[src/rtl/timer_pkg.sv]
package timer_pkg;

  // register addresses
  localparam int A_CTRL  = 0;
  localparam int A_COUNT = 1;
  localparam int A_CMP   = 2;
  localparam int A_MASK  = 3;
  localparam int A_FLAGS = 4;

  // flag / mask bit positions
  localparam int F_OVF = 0;
  localparam int F_MATCH = 1;

  // clock-select code to divide ratio; zero means stopped
  function automatic int unsigned div_for(input logic [2:0] code);
    case (code)
      3'd1:    return 1;
      3'd2:    return 8;
      3'd3:    return 64;
      3'd4:    return 256;
      3'd5:    return 1024;
      default: return 0;
    endcase
  endfunction

endpackage

[src/rtl/tick_prescaler.sv]
module tick_prescaler #(
  parameter int PS_W = 10
) (
  input  logic       clk,
  input  logic       rst_n,
  input  logic [2:0] cs,
  input  logic       restart,
  output logic       tick
);
  import timer_pkg::*;

  localparam int DW = PS_W + 1;

  logic [PS_W-1:0] phase_q;
  logic [DW-1:0]   div_w;

  assign div_w = DW'(div_for(cs));
  assign tick  = (div_w != '0) && ({1'b0, phase_q} == div_w - 1'b1);

  always_ff @(posedge clk) begin
    if (!rst_n)                          phase_q <= '0;
    else if (restart || tick || div_w == '0) phase_q <= '0;
    else                                 phase_q <= phase_q + 1'b1;
  end
endmodule

[src/rtl/tick_counter.sv]
module tick_counter #(
  parameter int CNT_W = 16
) (
  input  logic             clk,
  input  logic             rst_n,
  input  logic             tick,
  input  logic             ctc,
  input  logic [CNT_W-1:0] cmp,
  input  logic             wr_en,
  input  logic [CNT_W-1:0] wdata,
  output logic [CNT_W-1:0] cnt,
  output logic             ovf_evt,
  output logic             cmp_evt
);
  logic hit, clr_hit, live;

  function automatic logic [CNT_W-1:0] step(input logic [CNT_W-1:0] v,
                                            input logic clr);
    return clr ? '0 : v + 1'b1;
  endfunction

  assign hit     = (cnt == cmp);
  assign clr_hit = ctc && hit;
  assign live    = tick && !wr_en;           // a software write swallows the tick
  assign cmp_evt = live && hit;
  assign ovf_evt = live && !clr_hit && (cnt == '1);

  always_ff @(posedge clk) begin
    if (!rst_n)     cnt <= '0;
    else if (wr_en) cnt <= wdata;
    else if (tick)  cnt <= step(cnt, clr_hit);
  end
endmodule

[src/rtl/tick_flags.sv]
module tick_flags #(
  parameter int NF = 2
) (
  input  logic          clk,
  input  logic          rst_n,
  input  logic [NF-1:0] set_evt,
  input  logic          clr_wr,
  input  logic [NF-1:0] clr_bits,
  output logic [NF-1:0] flags
);
  logic [NF-1:0] clr_w;
  assign clr_w = clr_wr ? clr_bits : '0;

  always_ff @(posedge clk) begin
    if (!rst_n) flags <= '0;
    else        flags <= (flags & ~clr_w) | set_evt;   // set beats clear
  end
endmodule

[src/rtl/tick_timer.sv]
module tick_timer #(
  parameter int CNT_W  = 16,
  parameter int ADDR_W = 3,
  parameter int PS_W   = 10
) (
  input  logic              clk,
  input  logic              rst_n,
  input  logic              bus_we,
  input  logic [ADDR_W-1:0] bus_addr,
  input  logic [CNT_W-1:0]  bus_wdata,
  output logic [CNT_W-1:0]  bus_rdata,
  output logic              irq
);
  import timer_pkg::*;

  localparam int NF = 2;

  logic [2:0]       cs_q;
  logic             ctc_q;
  logic [CNT_W-1:0] cmp_q;
  logic [NF-1:0]    mask_q;
  logic [NF-1:0]    flags_q;
  logic [CNT_W-1:0] cnt_w;
  logic             tick_w, ovf_evt, cmp_evt;
  logic             ctrl_wr, cnt_wr, cmp_wr, mask_wr, flag_wr, ps_restart;

  assign ctrl_wr    = bus_we && (bus_addr == ADDR_W'(A_CTRL));
  assign cnt_wr     = bus_we && (bus_addr == ADDR_W'(A_COUNT));
  assign cmp_wr     = bus_we && (bus_addr == ADDR_W'(A_CMP));
  assign mask_wr    = bus_we && (bus_addr == ADDR_W'(A_MASK));
  assign flag_wr    = bus_we && (bus_addr == ADDR_W'(A_FLAGS));
  assign ps_restart = ctrl_wr && (bus_wdata[2:0] != cs_q);

  always_ff @(posedge clk) begin
    if (!rst_n) begin
      cs_q   <= '0;
      ctc_q  <= 1'b0;
      cmp_q  <= '0;
      mask_q <= '0;
    end else begin
      if (ctrl_wr) begin
        cs_q  <= bus_wdata[2:0];
        ctc_q <= bus_wdata[3];
      end
      if (cmp_wr)  cmp_q  <= bus_wdata;
      if (mask_wr) mask_q <= bus_wdata[NF-1:0];
    end
  end

  tick_prescaler #(.PS_W(PS_W)) u_ps (
    .clk(clk), .rst_n(rst_n), .cs(cs_q), .restart(ps_restart), .tick(tick_w)
  );

  tick_counter #(.CNT_W(CNT_W)) u_cnt (
    .clk(clk), .rst_n(rst_n), .tick(tick_w), .ctc(ctc_q), .cmp(cmp_q),
    .wr_en(cnt_wr), .wdata(bus_wdata), .cnt(cnt_w),
    .ovf_evt(ovf_evt), .cmp_evt(cmp_evt)
  );

  tick_flags #(.NF(NF)) u_flg (
    .clk(clk), .rst_n(rst_n), .set_evt({cmp_evt, ovf_evt}),
    .clr_wr(flag_wr), .clr_bits(bus_wdata[NF-1:0]), .flags(flags_q)
  );

  always_comb begin
    bus_rdata = '0;
    case (int'(bus_addr))
      A_CTRL:  bus_rdata = CNT_W'({ctc_q, cs_q});
      A_COUNT: bus_rdata = cnt_w;
      A_CMP:   bus_rdata = cmp_q;
      A_MASK:  bus_rdata = CNT_W'(mask_q);
      A_FLAGS: bus_rdata = CNT_W'(flags_q);
      default: bus_rdata = '0;
    endcase
  end

  assign irq = |(flags_q & mask_q);
endmodule

[config.mk]
export PLATFORM = sky130hd
export DESIGN_NAME = tick_timer
export DESIGN_NICKNAME = d
export VERILOG_FILES = /design/src/rtl/timer_pkg.sv /design/src/rtl/tick_prescaler.sv /design/src/rtl/tick_counter.sv /design/src/rtl/tick_flags.sv /design/src/rtl/tick_timer.sv
export SDC_FILE = /design/constraint.sdc
export NUM_CORES = 1
export LEC_CHECK = 0
export ABC_AREA = 0
export BUFFER_PORTS_ARGS = -buffer_cell sky130_fd_sc_hd__buf_2
export CELL_PAD_IN_SITES_DETAIL_PLACEMENT = 0
export CELL_PAD_IN_SITES_GLOBAL_PLACEMENT = 1
export CORE_ASPECT_RATIO = 1.2
export CORE_MARGIN = 2
export CORE_UTILIZATION = 43
export DETAILED_ROUTE_END_ITERATION = 7
export HOLD_SLACK_MARGIN = 0.1
export PLACE_DENSITY = 0.78
export SYNTH_ARGS = -nofsm -noshare
export SYNTH_HDL_FRONTEND = slang
export SYNTH_SLANG_ARGS = --single-unit
[constraint.sdc]
create_clock -name clk -period 4.25 [get_ports clk]
set_clock_uncertainty 0.15 [all_clocks]
set_input_delay 0.2125 -clock clk [delete_from_list [all_inputs] [get_ports clk]]
set_output_delay 0.2125 -clock clk [all_outputs]
set_load 0.02 [all_outputs]
; ---- Word-level counts from Yosys, hierarchy flattened
; Index checks and enable logic that the tools add are counted.
; Widths: inputs -> output; s select.
[op_classes]
reduce_logical = 22
mux = 6
add_sub_neg = 3
bitwise = 5
n_eq_ne = 13
[ops]
columns = op, count
row1 = $pmux 16 s5, 1
row2 = $pmux 11 s5, 1
row3 = $mux 16, 3
row4 = $add 16x1->16 const B, 1
row5 = $eq 16x16->1, 1
row6 = $eq 16x16->1 const B, 1
row7 = $eq 3x2->1 const B, 4
row8 = $logic_and 1x1->1, 12
row9 = $eq 10x11->1, 1
row10 = $logic_not 11->1, 1
row11 = $reduce_bool 11->1, 1
row12 = $sub 11x1->11 const B, 1
row13 = $add 10x1->10 const B, 1
row14 = $eq 3x3->1 const B, 3
row15 = $eq 3x1->1 const B, 2
row16 = $and 2x2->2, 2
row17 = $reduce_or 2->1, 2
row18 = $logic_not 3->1, 1
row19 = $ne 3x3->1, 1
row20 = $logic_not 1->1, 2
row21 = $logic_or 1x1->1, 2
row22 = $mux 2, 1
row23 = $not 2->2, 1
row24 = $or 2x2->2, 1
row25 = 2 further kinds, 2
[word_totals]
out_inout_bits = 17
wordCells = 56
inputBits = 22
register_bits = 50

; ---- Logic depth before layout (Yosys ltp)
; Gate-level depths: netlist of the first run.
[depth]
depth_word = 9
mapped_depth = 12

; ---- Cells and area by module
; From an unflattened synthesis of the first run, not the netlist that was laid out.
[unflattened]
cells_unflattened = 384
area_unflattened_um2 = 3229.3
[modules_own_cells]
columns = module, n_inst, cells_each, seq_area_each_um2, area_each_um2
row1 = tick_timer, 1, 149, 440.4, 1263.7
row2 = tick_counter, 1, 145, 320.3, 1214.9
row3 = tick_prescaler, 1, 82, 200.2, 680.7
row4 = tick_flags, 1, 8, 40.0, 70.1

; ---- Least setup slack after synthesis of the first run
; OpenSTA, ideal clock, no wires.
[synth_path]
path_kind = flip-flop to flip-flop
from = register cs_q[1]
to = register u_cnt.cnt[0]
slack_ps = 1153
arrival_time_ps = 2878
required_time_ps = 4030
stages_incl_launch_ff = 12
setup_ps = 70
period_less_slack_ps = 3097
cell_sequence = dfxtp_1 buf_2 or3b_2 ha_1 ha_1 xor2_1 o211ai_1 or3_1 a211oi_2 buf_2 mux2i_1 a21oi_1
[synth_via]
elab_chain_cells = 6
[synth_lines]
columns = element, line_no
row1 = "start, declared", tick_timer.sv:18  ; logic [2:0] cs_q;
row2 = "start signal, assigned", tick_timer.sv:42  ; cs_q <= bus_wdata[2:0];
row3 = "$eq 3x3->1, or another cell as far along", timer_pkg.sv:16  ; case (code)
row4 = $pmux 11 s5 *, timer_pkg.sv:16
row5 = $sub 11x1->11, tick_prescaler.sv:18  ; assign tick = (div_w != '0) && ({1'b0, phase_q} == div_w - 1'b1);
row6 = $eq 10x11->1, tick_prescaler.sv:18
row7 = $logic_and 1x1->1 *, tick_prescaler.sv:18
row8 = $reduce_bool 2->1 (no source line) *, -
row9 = "end signal, assigned", tick_counter.sv:30  ; else if (wr_en) cnt <= wdata;
row10 = "end signal, assigned", tick_counter.sv:31  ; else if (tick) cnt <= step(cnt, clr_hit);
row11 = "end, declared", tick_counter.sv:11  ; output logic [CNT_W-1:0] cnt,
; Every way passes the cells marked *; elsewhere a longest branch is shown, timed or not.
; A chain may end at the register's enable or synchronous reset.

; ---- Final worst setup path of the first run
[layout_path]
from = register cs_q[1]
to = register u_cnt.cnt[2]
; The elaborated chain is that of the path after synthesis.

==> run summary, run 1 <==
====================================================================================================
Run status                                                                              finished clean
CTS max path bufs                                                                                  2
Final setup violating endpoints                                                                    0
Internal power of the cells                                                                 0.829 mW
Row Count                                                                                         33
Clk sink count                                                                                    50
Remaining max-slew budget at the tightest pin                                                  44.6%
Net switching component of the power                                                        0.308 mW
Final Worst Setup Slack                                                                       697 ps
Max_cap viols                                                                                      0
Total Neg Setup Slack                                                                           0 ps
Fraction of the cycle the final worst path needs                                               83.6%
Slowest cell on the critical path                                                       sky130_fd_sc_hd__dfxtp_1
Standard cell core area                                                                     6900 µm²
Fraction of layout instances using a drive strength above 1                                    15.0%
Worst EP arrival                                                                             3660 ps
Most repeated cell in the gate-level netlist after synthesis                            sky130_fd_sc_hd__nand2_1
Post-synth top area share                                                                      32.5%
Die ar.                                                                                     7850 µm²
Clock share of power                                                                           36.9%
TritonCTS clock tree                                                                             yes
Main synth FF type                                                                      sky130_fd_sc_hd__dfxtp_1
Worst slack on hold paths                                                                     239 ps
Uppermost routed layer                                                                          met4
Clock-pin slew reported for the worst setup and hold paths after clock tree synthesis         100 ps
Switching share of total power                                                                 27.1%
Unique masters post-synth                                                                         54
Net count, final                                                                                 458
Overall global routing resource usage                                                          23.2%
Number of enable flip-flop cells after synthesis                                                   0
Final Hold Fails                                                                                   0
Upper clock frequency limit                                                                  281 MHz
Synthesized cell area                                                                       3080 µm²
Worst-path cell chain                                                                   or3b_2 > ha_1 > ha_1 > xor2_1 > o211ai_1 > or3_1 > a211oi_2 > buf_4 > a22o_1 > a31o_2
RD Place Congestion                                                                            0.844
Placement Setup Slack                                                                         736 ps
Register area share after synthesis                                                            32.5%
LEAKAGE                                                                                      1.33 nW
CP Data Required Time                                                                        4360 ps
Number of top-level pins                                                                          39
Max-slew violation count                                                                           0
Peak fanout along the critical path                                                               11
FF+latch count, synth                                                                             50
Post-route DRC violation count                                                                     0
Sequential group share of total power                                                          47.8%
Ratio of total power to cell area                                                         316 nW/µm²
Register-to-register setup slack                                                              700 ps
Count of inserted antenna diode cells                                                              0
Cell repeated most along the worst path                                                 sky130_fd_sc_hd__ha_1
M1 WL                                                                                        3800 µm
Cell types occupying the most area after synthesis                                      sky130_fd_sc_hd__dfxtp_1 33%, sky130_fd_sc_hd__nand2_1 6.7%, sky130_fd_sc_hd__xnor2_1 5.7%, sky130_fd_sc_hd__nor2_1 4.8%, sky130_fd_sc_hd__a22oi_1 4.6%
Number of synthesis warnings                                                                       0
Filler cell count in the final layout                                                            667
Root Buffer Master                                                                      sky130_fd_sc_hd__clkbuf_8
Vias                                                                                           2,988
Level count of the clock H-tree                                                                    2
Critical path startpoint category                                                           register
Routed length on met3                                                                         336 µm
Die outline height                                                                           96.7 µm
Antenna violation net count after detailed routing                                                 0
Effective utilization at floorplan                                                             44.6%
Routed via count divided by cell count                                                          5.75
Initial detailed-routing violation count                                                         144
Nets in the synthesized netlist                                                                  422
Post-synth ARST share                                                                             0%
Relative contribution of combinational cells to total power                                    15.4%
Maximum cell stage delay along the critical path                                              550 ps
DRT Wirelength                                                                               8820 µm
End-of-flow core utilization                                                                   52.2%
Type of the most critical hold path                                                        in -> reg
Number of global-route vias before repair                                                      2,861
Final critical path time including I/O delays and setup                                      3550 ps
Area growth, synth to finish                                                                   17.0%
RSZ-0062 raised after global routing                                                              no
Average wire per cell in the routed design                                                   17.0 µm
CP Class                                                                                  reg -> reg
Avg Synthesized Cell Area                                                                   7.77 µm²
Leading post-synthesis cells by instance count                                          55 x sky130_fd_sc_hd__nand2_1, 50 x sky130_fd_sc_hd__dfxtp_1, 39 x sky130_fd_sc_hd__nor2_1
Antenna violations before repair                                                                   0
Pin count of the biggest net entering global routing                                              27
Slew at the pin closest to its max-slew limit                                                 825 ps
Post-synthesis cell type with the largest combined area                                 sky130_fd_sc_hd__dfxtp_1
Global-route wire length before repair                                                     14,300 µm
# Post-CTS Setup Buffers                                                                           0
Num CTS Buffers                                                                                    5
Width of the die                                                                             81.2 µm
Endpoint class of the critical path                                                         register
DRT Pass-1 Iters                                                                                   4
WL met2                                                                                      4420 µm
Post-Syn Instances                                                                               396
Post-detailed-placement half-perimeter wirelength                                            6200 µm
Total gr overflow                                                                                  0
Port buffer count                                                                                 38
Skew-Pair Late Insertion Delay                                                                310 ps
Highest ir drop seen on vdd                                                                 0.140 mV
====================================================================================================
[flip-flops by register name, summed over array words and instances, names as in the netlist]
signal,count
cs_q,3
mask_q,2
ctc_q,1
cmp_q,16
u_flg.flags,2
u_ps.phase_q,10
u_cnt.cnt,16
[repair_timing]
action | 4_1_cts | 5_1_grt
hold buffers | 18 | 0
gates resized for setup | 0 | 0
endpoints found under the hold margin | 39 | 0
[final cells by class]
| class | instances | area, µm² | area share [%] |
|---|---|---|---|
| multi-input cells | 303 | 1890 | 52.5 |
| clock buffers | 6 | 82.6 | 2.29 |
| clock inverters | 2 | 60.1 | 1.67 |
| well taps | 87 | 109 | 3.02 |
| flip-flops and latches | 50 | 1000 | 27.8 |
| repair buffers | 63 | 423 | 11.7 |
| inverters | 9 | 33.8 | 0.938 |
[critical path, delay by kind of cell (launching register included)]
kind                       cells  cell delay [ps]
adders and majority gates      2              560
DFF                            1              550
xor gates and xnor gates       1              150
buffers and inverters          1              280
and+or+nand+nor                2              880
AOI/OAI and AO/OA              4              920
[logic make-up after synthesis]
family | Yosys count | share of synthesized area (%)
flip-flops | 50 | 32.5
buffers and inverters | 43 | 6.06
XOR/XNOR | 31 | 8.82
adder cells (fa/ha/maj) | 5 | 1.95
multiplexers | 14 | 4.63
AND/OR/NAND/NOR | 168 | 26.7
AO/OA/AOI/OAI | 85 | 19.4
[layout by cell type, fill, tap and decap left out, drive strengths merged, types with 3 or more instances in the layout]
cell          n
a21oi        22
a221o         9
a22oi        19
and2          4
and3          6
buf          45
clkbuf        6
dfxtp        50
dlygate4sd3  18
ha            4
inv           8
mux2i        12
nand2        55
nand3        17
nand4         9
nor2         39
nor2b         5
nor3         14
nor4          4
o21ai         7
o22a          3
o22ai        11
or2           3
xnor2        20
xor2         11
[layer usage]
metal  up-vias  track usage, %
li1       1479               -
met1      1416            28.6
met2        73            39.7
met3        20            3.08
met4         0            9.52
met5         -               0
[worst paths after layout]
| kind | startpoint | cells past startpoint | end |
|---|---|---|---|
| hold reg to reg | u_ps.phase_q[0] | 1 | u_ps.phase_q[0] |
| hold / removal | bus_addr[1] | 4 | mask_q[0] |
| setup / recovery | cs_q[1] | 10 | u_cnt.cnt[2] |
| setup reg to reg | cs_q[1] | 10 | u_cnt.cnt[2] |
[power groups by stage]
stage          combinational (mW)  clock (mW)  sequential, mW
6_report                    0.175       0.419           0.543
5_1_grt                     0.193       0.446           0.549
4_1_cts                     0.174       0.428           0.543
3_5_place_dp                0.160           0           0.554
3_3_place_gp                0.158           0           0.553
2_1_floorplan               0.146           0           0.513
[through the flow]
step	cell area, µm²	instances	total power [mW]
after floorplan	3080	396	0.659
after global placement	3280	494	0.711
after detailed placement	3280	494	0.714
after CTS	3600	520	1.14
after global routing	3600	520	1.19
final	3600	520	1.14
Note: power is estimated with default switching activity, not from simulation.
==> inputs of run 2 (changes only) <==
Clock period 4.25 ns to 3.5 ns, I/O delays scaled along.
==> run 2 against run 1 <==
Critical path depth is the same. Combinational power grew 21%. Sequential cell count is the same. Die area is the same. Power grew 6.8%.
==> run summary, run 2 (synthesis gave the netlist of run 1 again) <==
====================================================================================================
Placed cell count                                                                                498
Worst slack on hold paths                                                                     217 ps
Max-slew violation count                                                                           0
CP Data Required Time                                                                        3600 ps
DRT Wirelength                                                                               8700 µm
Pin count of the biggest net entering global routing                                              22
Number of global-route vias before repair                                                      2,898
Post-route DRC violation count                                                                     0
Ratio of total power to cell area                                                         340 nW/µm²
RSZ-0062 raised after global routing                                                              no
Die ar.                                                                                     7850 µm²
RD Place Congestion                                                                            0.845
Slew at the pin closest to its max-slew limit                                                 729 ps
Placement Setup Slack                                                                         236 ps
TritonCTS clock tree                                                                             yes
Post-detailed-placement half-perimeter wirelength                                            6250 µm
Number of top-level pins                                                                          39
Highest ir drop seen on vdd                                                                 0.145 mV
Average wire per cell in the routed design                                                   16.7 µm
CTS max path bufs                                                                                  2
Antenna violations before repair                                                                   0
Level count of the clock H-tree                                                                    2
LEAKAGE                                                                                      1.32 nW
Critical path startpoint category                                                           register
Global-route wire length before repair                                                     14,300 µm
CP Class                                                                                  reg -> reg
Die outline height                                                                           96.7 µm
Skew-Pair Late Insertion Delay                                                                310 ps
Final Worst Setup Slack                                                                       281 ps
Upper clock frequency limit                                                                  311 MHz
Fraction of the cycle the final worst path needs                                               92.0%
Run status                                                                              finished clean
Overall global routing resource usage                                                          23.4%
Max_cap viols                                                                                      0
Endpoint class of the critical path                                                         register
Worst EP arrival                                                                             3320 ps
Port buffer count                                                                                 38
Routed via count divided by cell count                                                          5.76
Initial detailed-routing violation count                                                         146
Total Neg Setup Slack                                                                           0 ps
Fraction of layout instances using a drive strength above 1                                    15.6%
Count of inserted antenna diode cells                                                              0
Vias                                                                                           3,007
Total gr overflow                                                                                  0
Num CTS Buffers                                                                                    5
Root Buffer Master                                                                      sky130_fd_sc_hd__clkbuf_8
Clk sink count                                                                                    50
DRT Pass-1 Iters                                                                                   4
Final Hold Fails                                                                                   0
Net count, final                                                                                 462
Regs by FF count                                                                        cmp_q: 16 flops, u_cnt.cnt: 16 flops, u_ps.phase_q: 10 flops
Leading cell types in the layout, fill and taps excluded                                55 x sky130_fd_sc_hd__nand2_1, 50 x sky130_fd_sc_hd__dfxtp_1, 39 x sky130_fd_sc_hd__nor2_1, 38 x sky130_fd_sc_hd__buf_2, 21 x sky130_fd_sc_hd__a21oi_1
Most common cell after layout, fill and taps aside                                      sky130_fd_sc_hd__nand2_1
Effective utilization at floorplan                                                             44.6%
Remaining max-slew budget at the tightest pin                                                  51.4%
Pwr Total                                                                                    1.22 mW
Antenna violation net count after detailed routing                                                 0
Final setup violating endpoints                                                                    0
Type of the most critical hold path                                                        in -> reg
Area growth, synth to finish                                                                   16.2%
Standard cell core area                                                                     6900 µm²
Clock-pin slew reported for the worst setup and hold paths after clock tree synthesis          90 ps
Peak fanout along the critical path                                                               10
Final critical path time including I/O delays and setup                                      3220 ps
Row Count                                                                                         33
Width of the die                                                                             81.2 µm
Final non-filler cell total                                                                      522
====================================================================================================
-- run 2: what timing repair did --
action,4_1_cts,5_1_grt
hold buffers,18,0
setup endpoints to repair,0,1
gates resized for setup,0,1
endpoints found under the hold margin,39,0
setup buffers,0,0
-- run 2: routing by layer --
| layer | up-vias | global-route usage (%) | routed length, µm |
|---|---|---|---|
| li1 | 1485 | - | - |
| met4 | 0 | 7.82 | 183 |
| met5 | - | 0 | 0 |
| met3 | 17 | 3.36 | 283 |
| met2 | 72 | 40.1 | 4420 |
| met1 | 1433 | 29.3 | 3810 |
-- run 2: area by class of cell --
class                      instances  area, µm²
fill                             686       3320
clock buffer                       6       82.6
sequential                        50       1000
multi-input combinational        303       1900
inverter                           9       33.8
tap                               87        109
timing repair buffer              67        453
-- run 2: where the power goes --
part	internal [mW]	switching, mW	total (mW)
combinational	0.105	0.107	0.212
sequential	0.598	0.0602	0.658
clock	0.153	0.192	0.345
total	0.856	0.359	1.22
-- run 2: stage by stage --
| stage | util, % | area [µm²] |
|---|---|---|
| floorplan | - | 3080 |
| global route | 51.9 | 3580 |
| global placement | 48.0 | 3310 |
| CTS | 51.8 | 3570 |
| finish | 51.9 | 3580 |
| detailed placement | 48.0 | 3310 |
-- run 2: worst paths after layout --
path	cells past startpoint	end	slack, ps	start
worst max-delay path	10	u_flg.flags[0]	280	cs_q[0]
worst min register to register	1	u_ps.phase_q[0]	320	u_ps.phase_q[0]
worst max register to register	10	u_flg.flags[0]	280	cs_q[0]
worst min-delay path	4	mask_q[1]	220	bus_addr[1]
-- run 2: worst max-delay path, stage by stage, from the launching register on --
cell and delay (ps):
sky130_fd_sc_hd__dfxtp_1 500, sky130_fd_sc_hd__nor3b_2 330, sky130_fd_sc_hd__inv_1 80, sky130_fd_sc_hd__ha_1 260, sky130_fd_sc_hd__ha_1 310, sky130_fd_sc_hd__xor2_1 140, sky130_fd_sc_hd__o211ai_1 150, sky130_fd_sc_hd__or3_1 400
sky130_fd_sc_hd__or2_2 330, sky130_fd_sc_hd__nor4_2 360, sky130_fd_sc_hd__o21a_1 150
==> inputs of run 3 (changes only) <==
Settings changed: SETUP_SLACK_MARGIN set to 0.5.
==> run 3 against run 2 <==
Non-clock buffer count increased by 9. Power is 7.9% higher. Sequential share of layout area down 1.1 points. Cell area is 4.7% higher. Sequential power about the same. Register-to-register slack improved by 350 ps. Sequential cell count is the same. Via count increased by 2.8%. First-iteration DRC count increased by 31%. Combinational power rose by 8%. Worst setup slack better by 350 ps. Global-route usage up 0.55 points.
==> run summary, run 3 (synthesis gave the netlist of run 1 again) <==
====================================================================================================
TritonCTS clock tree                                                                             yes
Overall global routing resource usage                                                          23.9%
Global-route wire length before repair                                                     14,800 µm
Width of the die                                                                             81.2 µm
Most common cell after layout, fill and taps aside                                      sky130_fd_sc_hd__nand2_1
Internal power of the cells                                                                 0.920 mW
CP Data Required Time                                                                        3620 ps
Upper clock frequency limit                                                                  348 MHz
Clock share of power                                                                           32.5%
Max-slew violation count                                                                           0
Final critical path time including I/O delays and setup                                      2870 ps
Placed cell count                                                                                499
Slew at the pin closest to its max-slew limit                                                 696 ps
Highest ir drop seen on vdd                                                                 0.188 mV
Type of the most critical hold path                                                        in -> reg
Regs by FF count                                                                        cmp_q: 16 flops, u_cnt.cnt: 16 flops, u_ps.phase_q: 10 flops
Relative contribution of combinational cells to total power                                    17.5%
Fraction of layout instances using a drive strength above 1                                    19.5%
Total Neg Setup Slack                                                                           0 ps
Post-route DRC violation count                                                                     0
Final non-filler cell total                                                                      533
LEAKAGE                                                                                      1.39 nW
Max_cap viols                                                                                      0
Row Count                                                                                         33
Sequential group share of total power                                                          50.0%
Die ar.                                                                                     7850 µm²
Endpoint class of the critical path                                                         register
Run status                                                                              finished clean
Switching share of total power                                                                 29.8%
Fraction of the cycle the final worst path needs                                               82.0%
Level count of the clock H-tree                                                                    2
Routed via count divided by cell count                                                          5.80
Number of top-level pins                                                                          39
Worst EP arrival                                                                             2990 ps
CTS max path bufs                                                                                  2
Antenna violation net count after detailed routing                                                 0
Net switching component of the power                                                        0.391 mW
Clk sink count                                                                                    50
Clock-pin slew reported for the worst setup and hold paths after clock tree synthesis         100 ps
Critical path startpoint category                                                           register
DRT Wirelength                                                                               9290 µm
CP Class                                                                                  reg -> reg
Port buffer count                                                                                 38
Count of inserted antenna diode cells                                                              0
DRT Pass-1 Iters                                                                                   5
Total gr overflow                                                                                  0
Pin count of the biggest net entering global routing                                              22
Final Hold Fails                                                                                   0
Leading cell types in the layout, fill and taps excluded                                55 x sky130_fd_sc_hd__nand2_1, 48 x sky130_fd_sc_hd__dfxtp_1, 39 x sky130_fd_sc_hd__nor2_1, 39 x sky130_fd_sc_hd__buf_2, 21 x sky130_fd_sc_hd__a21oi_1
RSZ-0062 raised after global routing                                                              no
Number of global-route vias before repair                                                      2,898
Ratio of total power to cell area                                                         350 nW/µm²
Effective utilization at floorplan                                                             44.6%
Area growth, synth to finish                                                                   21.7%
Net count, final                                                                                 471
Num CTS Buffers                                                                                    5
Standard cell core area                                                                     6900 µm²
Average wire per cell in the routed design                                                   17.4 µm
Post-detailed-placement half-perimeter wirelength                                            6380 µm
Vias                                                                                           3,091
Root Buffer Master                                                                      sky130_fd_sc_hd__clkbuf_8
Final setup violating endpoints                                                                    0
Skew-Pair Late Insertion Delay                                                                310 ps
Peak fanout along the critical path                                                                8
Die outline height                                                                           96.7 µm
Antenna violations before repair                                                                   0
Remaining max-slew budget at the tightest pin                                                  53.6%
Initial detailed-routing violation count                                                         191
RD Place Congestion                                                                            0.800
====================================================================================================
run 3: power groups by stage:
stage	sequential, mW	clock, mW	combinational (mW)
global placement	0.667	0	0.205
detailed placement	0.669	0	0.207
floorplan	0.623	0	0.177
CTS	0.655	0.437	0.224
finish	0.656	0.426	0.229
global route	0.662	0.457	0.254
run 3: layout make-up:
type	count	area, µm²
Timing Repair Buffer	76	526
Fill cell	690	3150
Clock buffer	5	68.8
Multi-Input combinational cell	303	1960
Inverter	9	33.8
Tap cell	87	109
Sequential cell	50	1010
Clock inverter	3	45.0
run 3: what timing repair did:
action                                 in CTS  in global routing
endpoints found under the hold margin      38                  0
setup endpoints to repair                  24                 22
pin swaps                                   0                  4
hold buffers                               18                  0
buffers inserted                            1                  5
gates cloned                                0                  2
gates resized for setup                     4                 15
run 3: through the flow:
step	setup WS (ps)	hold WS [ps]	total power, mW	area [µm²]	utilization (%)
CTS	515	209	1.32	3630	52.7
global placement	414	272	0.872	3310	48.1
finish	630	222	1.31	3740	54.3
global route	548	277	1.37	3740	54.3
floorplan	513	143	0.801	3080	-
detailed placement	334	273	0.876	3310	48.1
run 3: final timing paths:
path / from / to / slack (ps) / cells past startpoint
setup / recovery: cs_q[0] / u_flg.flags[0] / 630 / 9
hold / removal: bus_addr[1] / mask_q[0] / 220 / 4
setup reg to reg: cs_q[0] / u_flg.flags[0] / 630 / 9
hold reg to reg: u_ps.phase_q[0] / u_ps.phase_q[0] / 320 / 1
run 3: worst max-delay path, cell delays in order, from the launching register on:
cell	delay, ps
sky130_fd_sc_hd__dfxtp_4	380
sky130_fd_sc_hd__or3b_4	410
sky130_fd_sc_hd__ha_4	190
sky130_fd_sc_hd__ha_2	320
sky130_fd_sc_hd__xor2_1	140
sky130_fd_sc_hd__o211ai_1	120
sky130_fd_sc_hd__or3_4	420
sky130_fd_sc_hd__or2_4	300
sky130_fd_sc_hd__nor4_4	270
sky130_fd_sc_hd__o21a_1	130
run 3: routing by layer:
metal	GRT usage [%]	vias to the layer above	routed length (µm)
met3	2.71	17	399
met2	40.9	98	4650
met4	8.47	0	270
met1	30.5	1470	3970
met5	0	-	0
li1	-	1506	-
